## src/rtl/pot_pkg.sv

```systemverilog
package pot_pkg;
   // register indexes decoded by the front end
   localparam int REG_POS = 0;
   localparam int REG_CTL = 2;
   // control register bit positions
   localparam int CTL_MODE = 7;
   localparam int CTL_RUN  = 6;
   localparam int CTL_BUSY = 5;
endpackage

```

## src/rtl/pot_nv_cell.sv

```systemverilog
module pot_nv_cell #(
   parameter int DATA_W    = 8,
   parameter int NV_CYCLES = 4_000_000,
   parameter logic [DATA_W-1:0] NV_INIT = '0
) (
   input  logic              clk,
   input  logic              rst_n,
   input  logic              stage_we,
   input  logic [DATA_W-1:0] stage_data,
   input  logic              commit,
   output logic              busy,
   output logic [DATA_W-1:0] nv_q
);
   localparam int CNT_W = $clog2(NV_CYCLES + 1);

   logic [DATA_W-1:0] stage_q;
   logic              pend_q;
   logic [CNT_W-1:0]  cnt_q;

   if (NV_CYCLES < 1) begin : g_bad_cycles
      $error("pot_nv_cell: NV_CYCLES must be at least 1");
   end

   always_ff @(posedge clk or negedge rst_n) begin
      if (!rst_n) begin
         stage_q <= '0;
         pend_q  <= 1'b0;
         busy    <= 1'b0;
         cnt_q   <= '0;
         nv_q    <= NV_INIT;
      end else if (busy) begin
         if (cnt_q == '0) begin
            nv_q <= stage_q;
            busy <= 1'b0;
         end else begin
            cnt_q <= cnt_q - 1'b1;
         end
      end else if (commit && pend_q) begin
         busy   <= 1'b1;
         pend_q <= 1'b0;
         cnt_q  <= CNT_W'(NV_CYCLES - 1);
      end else if (stage_we) begin
         stage_q <= stage_data;
         pend_q  <= 1'b1;
      end
   end
endmodule

```

## src/rtl/pot_recall_seq.sv

```systemverilog
module pot_recall_seq #(
   parameter int RECALL_CYCLES = 16
) (
   input  logic clk,
   input  logic rst_n,
   input  logic req,
   output logic load,
   output logic ready
);
   localparam int CNT_W = $clog2(RECALL_CYCLES + 1);

   logic             active_q;
   logic [CNT_W-1:0] cnt_q;

   if (RECALL_CYCLES < 1) begin : g_bad_recall
      $error("pot_recall_seq: RECALL_CYCLES must be at least 1");
   end

   assign load = active_q && (cnt_q == '0) && !req;

   always_ff @(posedge clk or negedge rst_n) begin
      if (!rst_n) begin
         active_q <= 1'b0;
         cnt_q    <= '0;
         ready    <= 1'b0;
      end else if (req) begin
         active_q <= 1'b1;
         ready    <= 1'b0;
         cnt_q    <= CNT_W'(RECALL_CYCLES - 1);
      end else if (active_q) begin
         if (cnt_q == '0) begin
            active_q <= 1'b0;
            ready    <= 1'b1;
         end else begin
            cnt_q <= cnt_q - 1'b1;
         end
      end
   end
endmodule

```

## src/rtl/pot_read_mux.sv

```systemverilog
module pot_read_mux
   import pot_pkg::*;
#(
   parameter int ADDR_W   = 8,
   parameter int DATA_W   = 8,
   parameter int WIPER_W  = 7,
   parameter int READ_LAT = 1
) (
   input  logic               clk,
   input  logic               rst_n,
   input  logic               rd_en,
   input  logic [ADDR_W-1:0]  addr,
   input  logic               ready,
   input  logic               mode_vol,
   input  logic               run,
   input  logic               busy,
   input  logic [WIPER_W-1:0] wiper,
   input  logic [DATA_W-1:0]  nv_q,
   output logic [DATA_W-1:0]  rdata
);
   logic [DATA_W-1:0] sel_val;
   logic [DATA_W-1:0] ctl_val;

   always_comb begin
      ctl_val           = '0;
      ctl_val[CTL_MODE] = mode_vol;
      ctl_val[CTL_RUN]  = run;
      ctl_val[CTL_BUSY] = busy;
      sel_val           = '0;
      if (ready) begin
         if (addr == ADDR_W'(REG_POS))
            sel_val = mode_vol ? DATA_W'(wiper) : nv_q;
         else if (addr == ADDR_W'(REG_CTL))
            sel_val = ctl_val;
      end
   end

   if (READ_LAT == 0) begin : g_comb
      assign rdata = rd_en ? sel_val : '0;
      logic unused_clk;
      assign unused_clk = clk ^ rst_n;
   end else if (READ_LAT == 1) begin : g_reg
      always_ff @(posedge clk or negedge rst_n) begin
         if (!rst_n)
            rdata <= '0;
         else if (rd_en)
            rdata <= sel_val;
      end
   end else begin : g_bad_lat
      $error("pot_read_mux: READ_LAT must be 0 or 1");
   end
endmodule

```

## src/rtl/pot_reg_ctrl.sv

```systemverilog
module pot_reg_ctrl
   import pot_pkg::*;
#(
   parameter int ADDR_W        = 8,
   parameter int DATA_W        = 8,
   parameter int WIPER_W       = 7,
   parameter int RESET_WIPER   = 64,
   parameter logic [DATA_W-1:0] NV_INIT = 8'h40,
   parameter int NV_CYCLES     = 4_000_000,
   parameter int RECALL_CYCLES = 16,
   parameter int READ_LAT      = 1
) (
   input  logic               clk,
   input  logic               rst_n,
   input  logic               recall_req,
   input  logic               wr_en,
   input  logic               rd_en,
   input  logic [ADDR_W-1:0]  addr,
   input  logic [DATA_W-1:0]  wdata,
   input  logic               bus_stop,
   output logic [DATA_W-1:0]  rdata,
   output logic [WIPER_W-1:0] wiper,
   output logic               run_en,
   output logic               nv_busy,
   output logic               ready
);
   localparam logic [WIPER_W-1:0] WIPER_DEF = WIPER_W'(RESET_WIPER);

   if (DATA_W < 8) begin : g_bad_data
      $error("pot_reg_ctrl: DATA_W must hold the 8-bit control register");
   end
   if (WIPER_W > DATA_W) begin : g_bad_wiper
      $error("pot_reg_ctrl: WIPER_W must not exceed DATA_W");
   end
   if (ADDR_W < 2) begin : g_bad_addr
      $error("pot_reg_ctrl: ADDR_W must reach index 2");
   end

   logic              mode_vol;
   logic              acc_ok;
   logic              pos_we;
   logic              ctl_we;
   logic              load;
   logic [DATA_W-1:0] nv_q;

   assign acc_ok = wr_en && ready && !nv_busy;
   assign pos_we = acc_ok && (addr == ADDR_W'(REG_POS));
   assign ctl_we = acc_ok && (addr == ADDR_W'(REG_CTL));

   always_ff @(posedge clk or negedge rst_n) begin
      if (!rst_n) begin
         wiper    <= WIPER_DEF;
         mode_vol <= 1'b0;
         run_en   <= 1'b1;
      end else if (recall_req) begin
         wiper    <= WIPER_DEF;
         mode_vol <= 1'b0;
         run_en   <= 1'b1;
      end else if (load) begin
         wiper <= nv_q[WIPER_W-1:0];
      end else begin
         if (pos_we)
            wiper <= wdata[WIPER_W-1:0];
         if (ctl_we) begin
            mode_vol <= wdata[CTL_MODE];
            run_en   <= wdata[CTL_RUN];
         end
      end
   end

   pot_nv_cell #(
      .DATA_W    (DATA_W),
      .NV_CYCLES (NV_CYCLES),
      .NV_INIT   (NV_INIT)
   ) u_nv (
      .clk        (clk),
      .rst_n      (rst_n),
      .stage_we   (pos_we && !mode_vol && !recall_req),
      .stage_data (wdata),
      .commit     (bus_stop),
      .busy       (nv_busy),
      .nv_q       (nv_q)
   );

   pot_recall_seq #(
      .RECALL_CYCLES (RECALL_CYCLES)
   ) u_recall (
      .clk   (clk),
      .rst_n (rst_n),
      .req   (recall_req),
      .load  (load),
      .ready (ready)
   );

   pot_read_mux #(
      .ADDR_W   (ADDR_W),
      .DATA_W   (DATA_W),
      .WIPER_W  (WIPER_W),
      .READ_LAT (READ_LAT)
   ) u_rd (
      .clk      (clk),
      .rst_n    (rst_n),
      .rd_en    (rd_en),
      .addr     (addr),
      .ready    (ready),
      .mode_vol (mode_vol),
      .run      (run_en),
      .busy     (nv_busy),
      .wiper    (wiper),
      .nv_q     (nv_q),
      .rdata    (rdata)
   );
endmodule

```

## config.mk

```make
export PLATFORM = sky130hd
export DESIGN_NAME = pot_reg_ctrl
export DESIGN_NICKNAME = d
export VERILOG_FILES = /design/src/rtl/pot_pkg.sv /design/src/rtl/pot_nv_cell.sv /design/src/rtl/pot_recall_seq.sv /design/src/rtl/pot_read_mux.sv /design/src/rtl/pot_reg_ctrl.sv
export SDC_FILE = /design/constraint.sdc
export NUM_CORES = 1
export LEC_CHECK = 0
export BUFFER_PORTS_ARGS = -buffer_cell sky130_fd_sc_hd__buf_2
export CAP_MARGIN = 20
export CORE_ASPECT_RATIO = 1.25
export CORE_MARGIN = 2
export CORE_UTILIZATION = 52
export CTS_CLUSTER_DIAMETER = 30
export DETAILED_ROUTE_END_ITERATION = 10
export PLACE_DENSITY = 0.87
export SLEW_MARGIN = 25
export SYNTH_ARGS = -nofsm -noshare
export SYNTH_HDL_FRONTEND = slang
export SYNTH_SLANG_ARGS = --single-unit
export TNS_END_PERCENT = 50
```

## constraint.sdc

```tcl
create_clock -name clk -period 2.22 [get_ports clk]
set_input_delay 0.111 -clock clk [delete_from_list [all_inputs] [get_ports clk]]
set_output_delay 0.111 -clock clk [all_outputs]
set_load 0.03 [all_outputs]
```

Word-level counts from Yosys, hierarchy flattened

Cells that the tools add are included.

Bitwise logic cells: 2
Reduce and logical (&&, ||, !) cells: 28
Add/sub/neg operators: 2
Equal/unequal tests: 4
Multiplexer cells: 30

Operator list:

| kind                                               | number |
|---|---|
| 2-to-1 mux 22 bit                                  | 3 |
| 2-to-1 mux 8 bit                                   | 4 |
| zero test 22 bit                                   | 1 |
| subtractor 22 x 1 -> 22 bit, second input constant | 1 |
| 2-to-1 mux 7 bit                                   | 3 |
| 2-to-1 mux 1 bit                                   | 17 |
| 2-to-1 mux 5 bit                                   | 3 |
| AND reduction 2 bit                                | 6 |
| nonzero test 2 bit                                 | 5 |
| logical AND 1 bit                                  | 9 |
| == test 8 x 2 -> 1 bit, second input constant      | 1 |
| zero test 8 bit                                    | 1 |
| != test 2 bit, second input constant               | 3 |
| zero test 5 bit                                    | 1 |
| subtractor 5 x 1 -> 5 bit, second input constant   | 1 |
| zero test 1 bit                                    | 3 |
| AND reduction 3 bit                                | 1 |
| nonzero test 3 bit                                 | 1 |
| NOT 1 bit                                          | 2 |

Output and inout bits: 18
Register bits: 64

Logic depth before layout (Yosys ltp)

Depth after elaboration: 7
Gate-level depth with buffers: 8
Depth with buffers taken out: 7

Cells and area by module

Synthesis repeated with hierarchy kept, for this count alone.

Cell total of the unflattened synthesis: 324
Area total of the unflattened synthesis: 3355.7 um^2

Modules (own cells, without submodules):

| module         | times used | seq. area each (um^2) | cells each | area each (um^2) |
|---|---|---|---|---|
| pot_nv_cell    | 1          | 1002.2                | 194        | 1921.8 |
| pot_reg_ctrl   | 1          | 227.7                 | 55         | 594.3 |
| pot_read_mux   | 1          | 200.2                 | 43         | 489.2 |
| pot_recall_seq | 1          | 175.2                 | 32         | 350.3 |

Least setup slack after synthesis

Ideal clock, no wire load.

Path kind: reg2reg
Start point: register u_recall.ready
End point: register u_nv.stage_q[0]
Cell stages (with the launch flop): 8
Required time: 2.095 ns
Path buffers: 2
Path slack: -0.203 ns
Arrival time: 2.298 ns
Clock period less this slack: 2.423 ns
Path through: dfrtp_1 -> nor4b_1 -> nand2_1 -> or4b_1 -> buf_2 -> and3b_1 -> buf_2 -> mux2_2

Word-level cells in the longest chain between the ends: 6

Ends and longest elaborated chain:

| element                              | line                 | RTL |
|---|---|---|
| start, declared                      | pot_recall_seq.sv:8  | `output logic ready` |
| start signal, assigned               | pot_recall_seq.sv:25 | `ready <= 1'b0;` |
| start signal, assigned               | pot_recall_seq.sv:28 | `ready <= 1'b0;` |
| start signal, assigned               | pot_recall_seq.sv:33 | `ready <= 1'b1;` |
| logical AND 1 bit (2 in a row)       | pot_reg_ctrl.sv:46   | `assign acc_ok = wr_en && ready && !nv_busy;` |
| logical AND 1 bit                    | pot_reg_ctrl.sv:47   | `assign pos_we = acc_ok && (addr == ADDR_W'(REG_POS));` |
| logical AND 1 bit (2 in a row)       | pot_reg_ctrl.sv:78   | `.stage_we (pos_we && !mode_vol && !recall_req),` |
| AND reduction 3 bit (no source line) | n/a                  |  |
| end signal, assigned                 | pot_nv_cell.sv:43    | `stage_q <= stage_data;` |
| end, declared                        | pot_nv_cell.sv:16    | `logic [DATA_W-1:0] stage_q;` |

No other way between the ends.
A chain may end at the register's enable or synchronous reset.

Worst setup path in the final report

Start point: register u_nv.cnt_q[8]
End point: register u_nv.cnt_q[21]

Word-level cells in the longest chain between the ends: 3
Elaborated cells between the ends (all ways): 6

Ends and longest elaborated chain:

| element                                                         | line                                 | RTL |
|---|---|---|
| start, declared                                                 | pot_nv_cell.sv:18                    | `logic [CNT_W-1:0] cnt_q;` |
| start signal, assigned                                          | pot_nv_cell.sv:36                    | `cnt_q <= cnt_q - 1'b1;` |
| start signal, assigned                                          | pot_nv_cell.sv:41                    | `cnt_q <= CNT_W'(NV_CYCLES - 1);` |
| subtractor 22 x 1 -> 22 bit or zero test 22 bit (tied branches) | pot_nv_cell.sv:36, pot_nv_cell.sv:32 |  |
| 2-to-1 mux 22 bit or != test 2 bit (tied branches)              | n/a                                  |  |
| 2-to-1 mux 22 bit or AND reduction 2 bit (tied branches)        | n/a                                  |  |

Parallel ways exist; a longest one is shown, timed or not. The select of a mux whose other input is x is not followed.

==> results.ini <==
[detailed_routing]
drc_errors=0
first_pass_iters=4
ant_nets=0
avgViaCountPerCell=5.91
routed-via-count=2631
routed_wl_um=7010
post_drt_wl_per_cell_um=15.8
drt_iter0_markers=274

[timing]
max-slew-margin-rel_pct=63.0
setup_slack_ps=28.5
hold_viol=0
period_needed_ps=2190
max_freq_mhz=456
skew_ps=7.54
final-setup-viol-count=0
period_share_pct=98.7
rsz0062_at_grt=true
fin_tns_setup_ps=0
final-max-slew-violation-count=0
tightestPinTransition_ps=550

[critical_path]
crit_type=flop to flop
crit_arrival_ps=2410
path_max_fanout=4
cp.required_ps=2440
end_kind=flop
start_kind=flop

[power]
internal-power_mw=2.08
p_switching_uw=964
p_leak_nw=1.83
peakVddDrop_mv=0.453
switching_share_pct=31.6
p_comb_share_pct=22.1
total_power_mw=3.05
seq_power_share_pct=45.6
clock_power_share_pct=32.2
p_per_area_nw_per_um2=806

[floorplanning]
core_area_um2=5820
num_rows=31
fp.dieArea_um2=6650
die_height_um=90.6
die_width_um=73.3
io_pins=40
start_util_pct=53.7

[grt]
grt_pass1_wl_um=11800
grt_usage_pct=22.8
grt_max_degree=35
grt_remaining_overflow=0
grt_pass1_vias=2658
antenna_found_initial=0

[cells_and_area]
syn2layout_area_growth_pct=21.2
multiInputGateArea_um2=1460
register_area_um2=1610
final_util_pct=65.0
drive_gt1_share_pct=27.4
antenna_cells=0
finalNetCount=399
fillers=440

[clocking]
cts_buffer_depth=2
cts_buffers=9
clkTransAtPathRegs_ps=70
cts_max_level=3
post_cts_buffers=0
cts_root_buf=clkbuf_8
cts_num_sinks=64
clock_latency_ps=350
tritoncts=built

[status]
status=finished clean

[synthesis]
syn_avg_cell_area_um2=9.88
netlist_instances=316
synthTopCellsByArea=dfrtp_1, nand2_1, mux2i_1, nor2_1, mux2_2
yosysWarnings=0
yosysUniqueCellTypes=44
yosys_register_bits=64
yosys-top-cells-count=dfrtp_1, nand2_1, nor2_1
synth_top_cell_area_share_pct=48.9
synthFlopType=dfrtp_1
synth_edf_count=0
ys_seq_area_share_pct=51.4
yosys.area.top_type=dfrtp_1
syn-cell-area_um2=3120
synth.net_count=341
yosysMostFrequentCell=dfrtp_1
synth-async-reset-ratio_pct=100

[run]
max-cap-violations=0

[placement]
gp_congestion=0.853
portBuffers=39
pre_cts_slack_ps=24.6
place_hpwl_um=4900

[min_path]
hp-class=primary input to flop

-- repair_timing --
action | CTS | global route
hold endpoints to repair | 61 | 0
setup endpoints to repair | 0 | 21
gates resized for setup | 0 | 9
hold buffers | 1 | 0
-- final cells by class --
class / instances / share of cell area (%)
sequential: 64 / 42.5
multi-input combinational: 222 / 38.5
tap: 66 / 2.18
clock buffer: 9 / 3.27
clock inverter: 7 / 1.92
timing repair buffer: 63 / 10.3
inverter: 14 / 1.39
-- cells by family (layout without fill, tap and decap cells) --
group,count (synthesis),after routing,synth area share [%]
compound gates,53,53,11.7
xor+xnor,10,10,2.80
fa+ha+maj,3,3,1.20
buf+inv,30,93,3.77
flops,64,64,51.4
mux,25,25,8.37
simple gates,131,131,20.8
-- placed cells by master (no fill, tap or decap), types with 6 or more instances in the layout --
cell,Yosys,final
nor4_1,9,7
mux2i_1,16,16
clkbuf_8,0,9
nor2_1,31,31
o22ai_1,7,7
nand2_1,45,45
dfrtp_1,61,60
buf_4,0,22
a21oi_1,9,9
a211oi_1,10,10
or3_1,8,7
buf_2,4,39
mux2_2,9,9
inv_1,14,14
nor3_1,8,6
-- metal layers --
layer	GRT usage, %	vias up	wire (um)
li1	-	1254	-
met1	25.6	1252	2840
met2	38.8	107	3620
met3	5.36	18	374
met4	12.3	0	171
met5	0	-	0
-- power groups by stage --
stage	logic [mW]	clock network (mW)	registers [mW]
after CTS	0.630	0.998	1.38
after floorplan	0.417	0	1.40
after detailed placement	0.620	0	1.40
after global placement	0.597	0	1.39
after global routing	0.755	1.05	1.40
final	0.675	0.982	1.39
-- flip-flops by register name, indices dropped and copies added (netlist names), 5 cells and up --
register,cells
wiper,7
u_recall.cnt_q,5
u_nv.cnt_q,22
u_rd.rdata,8
u_nv.nv_q,8
u_nv.stage_q,8
-- metrics by stage --
| step | cells | area (um^2) | hold slack [ps] |
|---|---|---|---|
| floorplan | 316 | 3140 | -185 |
| global placement | 428 | 3540 | 157 |
| detailed placement | 428 | 3540 | 161 |
| CTS | 445 | 3740 | 13.2 |
| global route | 445 | 3780 | 15.2 |
| finish | 445 | 3780 | 21.3 |
-- critical path: stages (launching register included) --
cell     delay (ps)
dfrtp_1         410
or4_1           600
or3_1           390
nor3_2          240
nor4_1           80
or3_1           350
-- worst paths after layout --
check,slack [ps],to,start,cells past startpoint
max in group asynchronous,1580,u_nv.cnt_q[10],rst_n,3
min in group asynchronous,320,u_recall.cnt_q[4],rst_n,3
worst min-delay path,20,u_nv.stage_q[2],wdata[2],2
worst max-delay path,30,u_nv.cnt_q[21],u_nv.cnt_q[8],5
worst max register to register,30,u_nv.cnt_q[21],u_nv.cnt_q[8],5
worst min register to register,470,u_nv.nv_q[1],u_nv.stage_q[1],2
(Power assumes the default switching activity.)
